`config.mk`:
```
export PLATFORM = sky130hd
export DESIGN_NAME = irq_group_ctrl
export DESIGN_NICKNAME = d
export VERILOG_FILES = /design/src/rtl/irq_ctrl_pkg.sv /design/src/rtl/irq_edge_latch.sv /design/src/rtl/irq_pick.sv /design/src/rtl/irq_group_ctrl.sv
export SDC_FILE = /design/constraint.sdc
export NUM_CORES = 1
export LEC_CHECK = 0
export BUFFER_PORTS_ARGS = -buffer_cell sky130_fd_sc_hd__buf_2
export CORE_MARGIN = 2
export CORE_UTILIZATION = 35
export CTS_CLUSTER_DIAMETER = 100
export CTS_CLUSTER_SIZE = 12
export DETAILED_ROUTE_END_ITERATION = 8
export PLACE_DENSITY_LB_ADDON = 0.15
export SLEW_MARGIN = 20
export SYNTH_ARGS = -nofsm -noshare
export SYNTH_HDL_FRONTEND = slang
export SYNTH_SLANG_ARGS = --single-unit
```
`constraint.sdc`:
```
create_clock -name clk_i -period 29.4 [get_ports clk_i]
set_clock_uncertainty 0.1 [all_clocks]
set_input_delay 5.88 -clock clk_i [delete_from_list [all_inputs] [get_ports clk_i]]
set_output_delay 5.88 -clock clk_i [all_outputs]
set_load 0.03 [all_outputs]
```
`src/rtl/irq_ctrl_pkg.sv`:
```
package irq_ctrl_pkg;
    localparam int DATA_W        = 8;
    localparam int LVL_W         = 3;
    localparam int GRP_PER_REG   = 4;
    localparam int LINES_PER_REG = 8;
    localparam logic [LVL_W-1:0] NMI_LVL = 3'd4;
endpackage

```
`src/rtl/irq_edge_latch.sv`:
```
module irq_edge_latch #(
    parameter int W    = 32,
    parameter int SYNC = 2
) (
    input  logic         clk_i,
    input  logic         rst_ni,
    input  logic [W-1:0] src_i,
    input  logic [W-1:0] clr_i,
    output logic [W-1:0] pend_o
);
    typedef struct packed {
        logic [SYNC-1:0][W-1:0] sync;
        logic [W-1:0]           prev;
        logic [W-1:0]           pend;
    } cap_t;

    cap_t cap_d, cap_q;
    logic [W-1:0] rise;

    always_comb begin
        cap_d         = cap_q;
        cap_d.sync[0] = src_i;
        for (int i = 1; i < SYNC; i++) begin
            cap_d.sync[i] = cap_q.sync[i-1];
        end
        rise       = cap_q.sync[SYNC-1] & ~cap_q.prev;
        cap_d.prev = cap_q.sync[SYNC-1];
        // a new edge beats a clear in the same cycle
        cap_d.pend = (cap_q.pend & ~clr_i) | rise;
    end

    always_ff @(posedge clk_i or negedge rst_ni) begin
        if (!rst_ni) cap_q <= '0;
        else         cap_q <= cap_d;
    end

    assign pend_o = cap_q.pend;


    pend_hold_chk: assert property (@(posedge clk_i) disable iff (!rst_ni)
        ((($past(cap_q.pend) & ~$past(clr_i)) & ~cap_q.pend) == '0));


    set_wins_chk: assert property (@(posedge clk_i) disable iff (!rst_ni)
        (|(rise & clr_i)) |=> ((pend_o & $past(rise & clr_i)) == $past(rise & clr_i)));
endmodule

```
`src/rtl/irq_pick.sv`:
```
module irq_pick
    import irq_ctrl_pkg::*;
#(
    parameter int NUM_LINES = 32,
    parameter int NUM_NMI   = 3,
    parameter int GRP_LINES = 4,
    parameter int NUM_GROUPS = (NUM_LINES - NUM_NMI + GRP_LINES - 1) / GRP_LINES,
    localparam int ID_W = $clog2(NUM_LINES)
) (
    input  logic [NUM_LINES-1:0]         pend_i,
    input  logic [NUM_LINES-1:NUM_NMI]   ena_i,
    input  logic [2*NUM_GROUPS-1:0]      pri_i,
    input  logic                         mask_all_i,
    output logic                         win_valid_o,
    output logic [ID_W-1:0]              win_id_o
);
    logic [LVL_W-1:0] lvl [NUM_LINES];
    logic [LVL_W-1:0] best_lvl;
    logic [ID_W-1:0]  best_id;

    for (genvar n = 0; n < NUM_LINES; n++) begin : g_lvl
        if (n < NUM_NMI) begin : g_nmi
            assign lvl[n] = pend_i[n] ? NMI_LVL : '0;
        end else begin : g_mask
            localparam int GRP = (n - NUM_NMI) / GRP_LINES;
            assign lvl[n] = (pend_i[n] && ena_i[n] && !mask_all_i)
                          ? {1'b0, pri_i[2*GRP +: 2]} : '0;
        end
    end

    // scan from the top so that ties settle on the lowest number
    always_comb begin
        best_lvl = '0;
        best_id  = '0;
        for (int n = NUM_LINES - 1; n >= 0; n--) begin
            if (lvl[n] != '0 && lvl[n] >= best_lvl) begin
                best_lvl = lvl[n];
                best_id  = ID_W'(n);
            end
        end
    end

    assign win_valid_o = (best_lvl != '0);
    assign win_id_o    = best_id;
endmodule

```
`src/rtl/irq_group_ctrl.sv`:
```
module irq_group_ctrl
    import irq_ctrl_pkg::*;
#(
    parameter int NUM_LINES = 32,
    parameter int NUM_NMI   = 3,
    parameter int GRP_LINES = 4,
    parameter int ADDR_W    = 4
) (
    input  logic                         clk_i,
    input  logic                         rst_ni,
    input  logic [NUM_LINES-1:0]         irq_src_i,
    input  logic                         reg_we_i,
    input  logic [ADDR_W-1:0]            reg_waddr_i,
    input  logic [DATA_W-1:0]            reg_wdata_i,
    input  logic [ADDR_W-1:0]            reg_raddr_i,
    output logic [DATA_W-1:0]            reg_rdata_o,
    input  logic                         cpu_idis_i,
    input  logic                         cpu_ibr_i,
    input  logic                         irq_ack_i,
    output logic                         irq_req_o,
    output logic [$clog2(NUM_LINES)-1:0] irq_id_o,
    output logic [$clog2(NUM_LINES):0]   irq_vec_o,
    output logic                         ibr_set_o
);
    localparam int ID_W       = $clog2(NUM_LINES);
    localparam int NUM_GROUPS = (NUM_LINES - NUM_NMI + GRP_LINES - 1) / GRP_LINES;
    localparam int PRI_REGS   = (NUM_GROUPS + GRP_PER_REG - 1) / GRP_PER_REG;
    localparam int LINE_REGS  = (NUM_LINES + LINES_PER_REG - 1) / LINES_PER_REG;
    localparam int ENA_BASE   = PRI_REGS;
    localparam int ACT_BASE   = PRI_REGS + LINE_REGS;

    typedef struct packed {
        logic [2*NUM_GROUPS-1:0] pri;
        logic [NUM_LINES-1:0]    ena;
        logic                    req;
        logic [ID_W-1:0]         id;
        logic                    ibr_set;
    } ctl_t;

    ctl_t ctl_d, ctl_q;
    logic [NUM_LINES-1:0] clr_mask;
    logic [NUM_LINES-1:0] pend;
    logic                 win_valid;
    logic [ID_W-1:0]      win_id;
    int                   wa, ra;

    irq_edge_latch #(.W(NUM_LINES), .SYNC(2)) u_latch (
        .clk_i  (clk_i),
        .rst_ni (rst_ni),
        .src_i  (irq_src_i),
        .clr_i  (clr_mask),
        .pend_o (pend)
    );

    irq_pick #(
        .NUM_LINES (NUM_LINES),
        .NUM_NMI   (NUM_NMI),
        .GRP_LINES (GRP_LINES),
        .NUM_GROUPS(NUM_GROUPS)
    ) u_pick (
        .pend_i      (pend),
        .ena_i       (ctl_q.ena[NUM_LINES-1:NUM_NMI]),
        .pri_i       (ctl_q.pri),
        .mask_all_i  (cpu_idis_i | cpu_ibr_i),
        .win_valid_o (win_valid),
        .win_id_o    (win_id)
    );

    always_comb begin
        ctl_d    = ctl_q;
        clr_mask = '0;
        wa       = int'(reg_waddr_i);
        if (reg_we_i) begin
            for (int g = 0; g < NUM_GROUPS; g++) begin
                if (wa == g / GRP_PER_REG)
                    ctl_d.pri[2*g +: 2] = reg_wdata_i[2*(g % GRP_PER_REG) +: 2];
            end
            for (int n = 0; n < NUM_LINES; n++) begin
                if (wa == ENA_BASE + n / LINES_PER_REG)
                    ctl_d.ena[n] = reg_wdata_i[n % LINES_PER_REG];
                if (wa == ACT_BASE + n / LINES_PER_REG)
                    clr_mask[n] = reg_wdata_i[n % LINES_PER_REG];
            end
        end
        ctl_d.req     = win_valid;
        ctl_d.id      = win_id;
        ctl_d.ibr_set = irq_ack_i & ctl_q.req;
    end

    always_comb begin
        reg_rdata_o = '0;
        ra          = int'(reg_raddr_i);
        for (int g = 0; g < NUM_GROUPS; g++) begin
            if (ra == g / GRP_PER_REG)
                reg_rdata_o[2*(g % GRP_PER_REG) +: 2] = ctl_q.pri[2*g +: 2];
        end
        for (int n = 0; n < NUM_LINES; n++) begin
            if (ra == ENA_BASE + n / LINES_PER_REG)
                reg_rdata_o[n % LINES_PER_REG] = ctl_q.ena[n];
            if (ra == ACT_BASE + n / LINES_PER_REG)
                reg_rdata_o[n % LINES_PER_REG] = pend[n];
        end
    end

    always_ff @(posedge clk_i or negedge rst_ni) begin
        if (!rst_ni) ctl_q <= '0;
        else         ctl_q <= ctl_d;
    end

    assign irq_req_o = ctl_q.req;
    assign irq_id_o  = ctl_q.id;
    assign irq_vec_o = {ctl_q.id, 1'b0};
    assign ibr_set_o = ctl_q.ibr_set;


    mask_block_chk: assert property (@(posedge clk_i) disable iff (!rst_ni)
        (win_valid && int'(win_id) >= NUM_NMI) |-> !(cpu_idis_i || cpu_ibr_i));


    win_pending_chk: assert property (@(posedge clk_i) disable iff (!rst_ni)
        win_valid |-> pend[win_id]);


    req_lag_chk: assert property (@(posedge clk_i) disable iff (!rst_ni)
        (pend == '0) |=> !irq_req_o);


    ibr_pulse_chk: assert property (@(posedge clk_i) disable iff (!rst_ni)
        ibr_set_o |-> $past(irq_ack_i && irq_req_o));
endmodule

```
==> out/qor.csv <==
metric,value,unit
reg2regPathDepth,180,
ys_warn_count,0,
syn-num-nets,1137,
hp-start,u_latch.cap_d[116],
avgViaCountPerCell,5.13,
cts-hold-fix-buffers,0,
grt_first_pass_wirelength,45700,um
holdWs,248,ps
route.detailed.drc,0,
synth_edf_count,0,
dieArea,29600,um2
cpPeakStageDelay,490,ps
period_share,116,%
p_clk_share,22.3,%
yosys_register_bits,183,
routed-via-count,8562,
end_kind,flip-flop,
p_comb_share,48.3,%
crit_arrival,34240,ps
ys.flop_type,dfrtp_1,
antenna_left,0,
synth.avg_cell_area,9.66,um2
netlist_instances,1023,
clock_sinks,183,
die_x,172,um
core,27800,um2
violations,negative setup slack,
worst_slew_pin_slew,949,ps
gp_congestion,0.935,
dpl.hpwl,22000,um
seq_power_share,29.4,%
ios,75,
regToRegSetupSlack,320,ps
clk_pin_slew,80,ps
cts_buffers,17,
port_buffers,73,
register_area,4580,um2
area_growth,38.9,%
cts_max_level,4,
cts_tree,yes,
critPathKind,input port to flip-flop,
synth_top_area_share,46.4,%
cts_root_buf,clkbuf_16,
status,"complete, but fails checks",
met2_length,14200,um
synth_top_family_by_area,simple AND/OR/NAND/NOR gates,
whs_endpoint,u_latch.cap_d[52],
crit_fanout,5,
maxCapViolCount,0,
synth.largest_area_cell,dfrtp_1,
ys_top_cells_by_area,"dfrtp_1 (46%), ha_1 (7.6%), mux2_2 (6.2%)",
maxUsedRoutingLayer,met5,
grt_remaining_overflow,0,
worstSetupStartpointType,input port,
slew_violations,0,
grt_pass1_vias,8343,
rr_startpoint,ctl_q[51],
fillers,2633,
muxShareOfSynthArea,6.36,%
die_h,172,um
cts_buffer_depth,2,
m1WireLength,13500,um
holdPathStages,0,
power.internal,0.000660,W
hold_viol_final,0,
wl_per_cell,17.7,um
max_freq,29.4,MHz
synth_commonest_cells,"dfrtp_1 (183), o21ai_0 (103), nor2_1 (102)",
drive_gt1_share,42.0,%
synthAdderAreaFrac,7.60,%
crit_buf_inv,14,
setup_ws,-4620,ps
synth_cell_types,79,
yosysSeqAreaShare,46.4,%
synth_compound_area_share,17.4,%
yosys.area_share.simple,18.0,%
setup_violations,6,
multi_input_area,5950,um2
yosys.cell_count.top_type,dfrtp_1,
power.switching,0.000373,W
min_path_type,flip-flop to flip-flop,
synth_xor_area_share,0,%
start_util,35.6,%
grt.total_usage,20.3,%
wl_met3,1260,um
synth_area,9880,um2
power.leakage,6.22,nW
row_count,61,
wirelength,29500,um
slew_headroom,36.7,%
rsz0062_at_grt,true,
layout.nets,1391,
cp_common_cell,ha_1,
post-route-min-period,34020,ps
swShare,36.1,%
p_total,0.00103,W
peakVddDrop,0.0471,mV
reg2reg_to,irq_id_o[0],
grt_max_degree,119,
dr.pass1.iters,6,
clkLatencyLatePin,430,ps
cp_slowest_cell,nor3_1,
synthArstFlopShare,100,%
antenna_found_initial,2,
cp.required,29620,ps
drtIter0Drc,586,
cpLargestDelayFamily,simple AND/OR/NAND/NOR gates,
powerDensity,75.3,nW/um2
[layout make-up]
| type | instances | share of cell area [%] |
|---|---|---|
| sequential | 183 | 33.4 |
| tap | 378 | 3.45 |
| timing repair buffer | 262 | 13.4 |
| clock inverter | 14 | 1.29 |
| antenna | 2 | 0.0365 |
| multi-input combinational | 743 | 43.4 |
| inverter | 70 | 1.93 |
| clock buffer | 18 | 3.13 |
[flip-flops by register name, summed over array words and instances, names as in the netlist]
| signal | count |
|---|---|
| u_latch.cap_q | 32 |
| u_latch.cap_d | 64 |
| u_latch.pend_o | 32 |
| ibr_set_o | 1 |
| irq_req_o | 1 |
| irq_id_o | 5 |
| ctl_q | 48 |
[kinds of logic (layout without fill, tap and decap cells)]
group | Yosys count | in the layout
AOI/OAI and AO/OA | 271 | 271
other | 1 | 3
DFF | 183 | 183
adders and majority gates | 60 | 60
and+or+nand+nor | 355 | 355
buffers and inverters | 97 | 364
muxes | 56 | 56
[per-layer routing]
layer  track usage, %  vias up
met5                0        -
met3             3.11       35
met4             5.85        2
met1             28.0     4155
met2             33.0      191
li1                 -     4179
[repair_timing]
action                                  in CTS  in global routing
setup buffers                               45                 23
endpoints found under the setup margin       6                  6
pin swaps                                   75                 63
resized for setup                           57                 61
[cell usage in the layout, fill, tap and decap left out, types with 6 or more instances in the layout]
cell       count
o21a_1         8
and2_1         8
o21ai_1       10
mux2_2        54
dfrtp_1      183
nor2_1        74
buf_6          8
a21oi_1       34
nand2b_1      10
a21o_1         6
buf_2         70
nor2_2        19
ha_4           8
nor2_4        10
clkbuf_16     17
buf_4        182
a221oi_1       7
a21oi_2       17
clkinv_8       7
nand2_1       78
nor3_2         9
nand2_2        8
nand3_1       28
a21oi_4       14
nand2b_4      25
o21ai_0       85
a222oi_1       7
nand4_1       20
a22oi_1       12
nor3_1        15
inv_1         66
ha_1          50
a22o_1         9
o21ai_2       17
[worst reg2reg max path, delay by kind of cell (launching register included)]
kind                       cells  cell delay (ps)
DFF                            1              480
and+or+nand+nor               78            11080
AOI/OAI and AO/OA             60             8780
buffers and inverters         13             1210
muxes                          1              190
adders and majority gates     28             7140
[power groups by stage]
stage	combinational (W)	clock (W)	sequential [W]
floorplan	0.000254	0	0.000296
global placement	0.000382	0	0.000307
detailed placement	0.000386	0	0.000308
CTS	0.000451	0.000237	0.000303
global route	0.000540	0.000248	0.000307
finish	0.000499	0.000231	0.000304
[worst max path at each step]
stage                     from          end  cells past startpoint
floorplan           cpu_idis_i  irq_id_o[1]                    182
finish               cpu_ibr_i  irq_id_o[0]                    181
global route         cpu_ibr_i  irq_id_o[0]                    182
global placement    cpu_idis_i  irq_id_o[1]                    180
CTS                  cpu_ibr_i  irq_id_o[0]                    183
detailed placement  cpu_idis_i  irq_id_o[1]                    182
[stage by stage]
| step | TNS [ps] | instances | worst slack, ps | utilization, % | area (um2) |
|---|---|---|---|---|---|
| after global routing | -37410 | 1668 | -6370 | 49.4 | 13700 |
| after CTS | -25140 | 1646 | -4400 | 47.7 | 13300 |
| after floorplan | -24790 | 1023 | -4450 | - | 10400 |
| final | -27010 | 1670 | -4620 | 49.4 | 13700 |
| after detailed placement | -32020 | 1569 | -5720 | 43.3 | 12000 |
| after global placement | -28970 | 1569 | -5210 | 43.3 | 12000 |
Power figures use the tool's default switching activity.
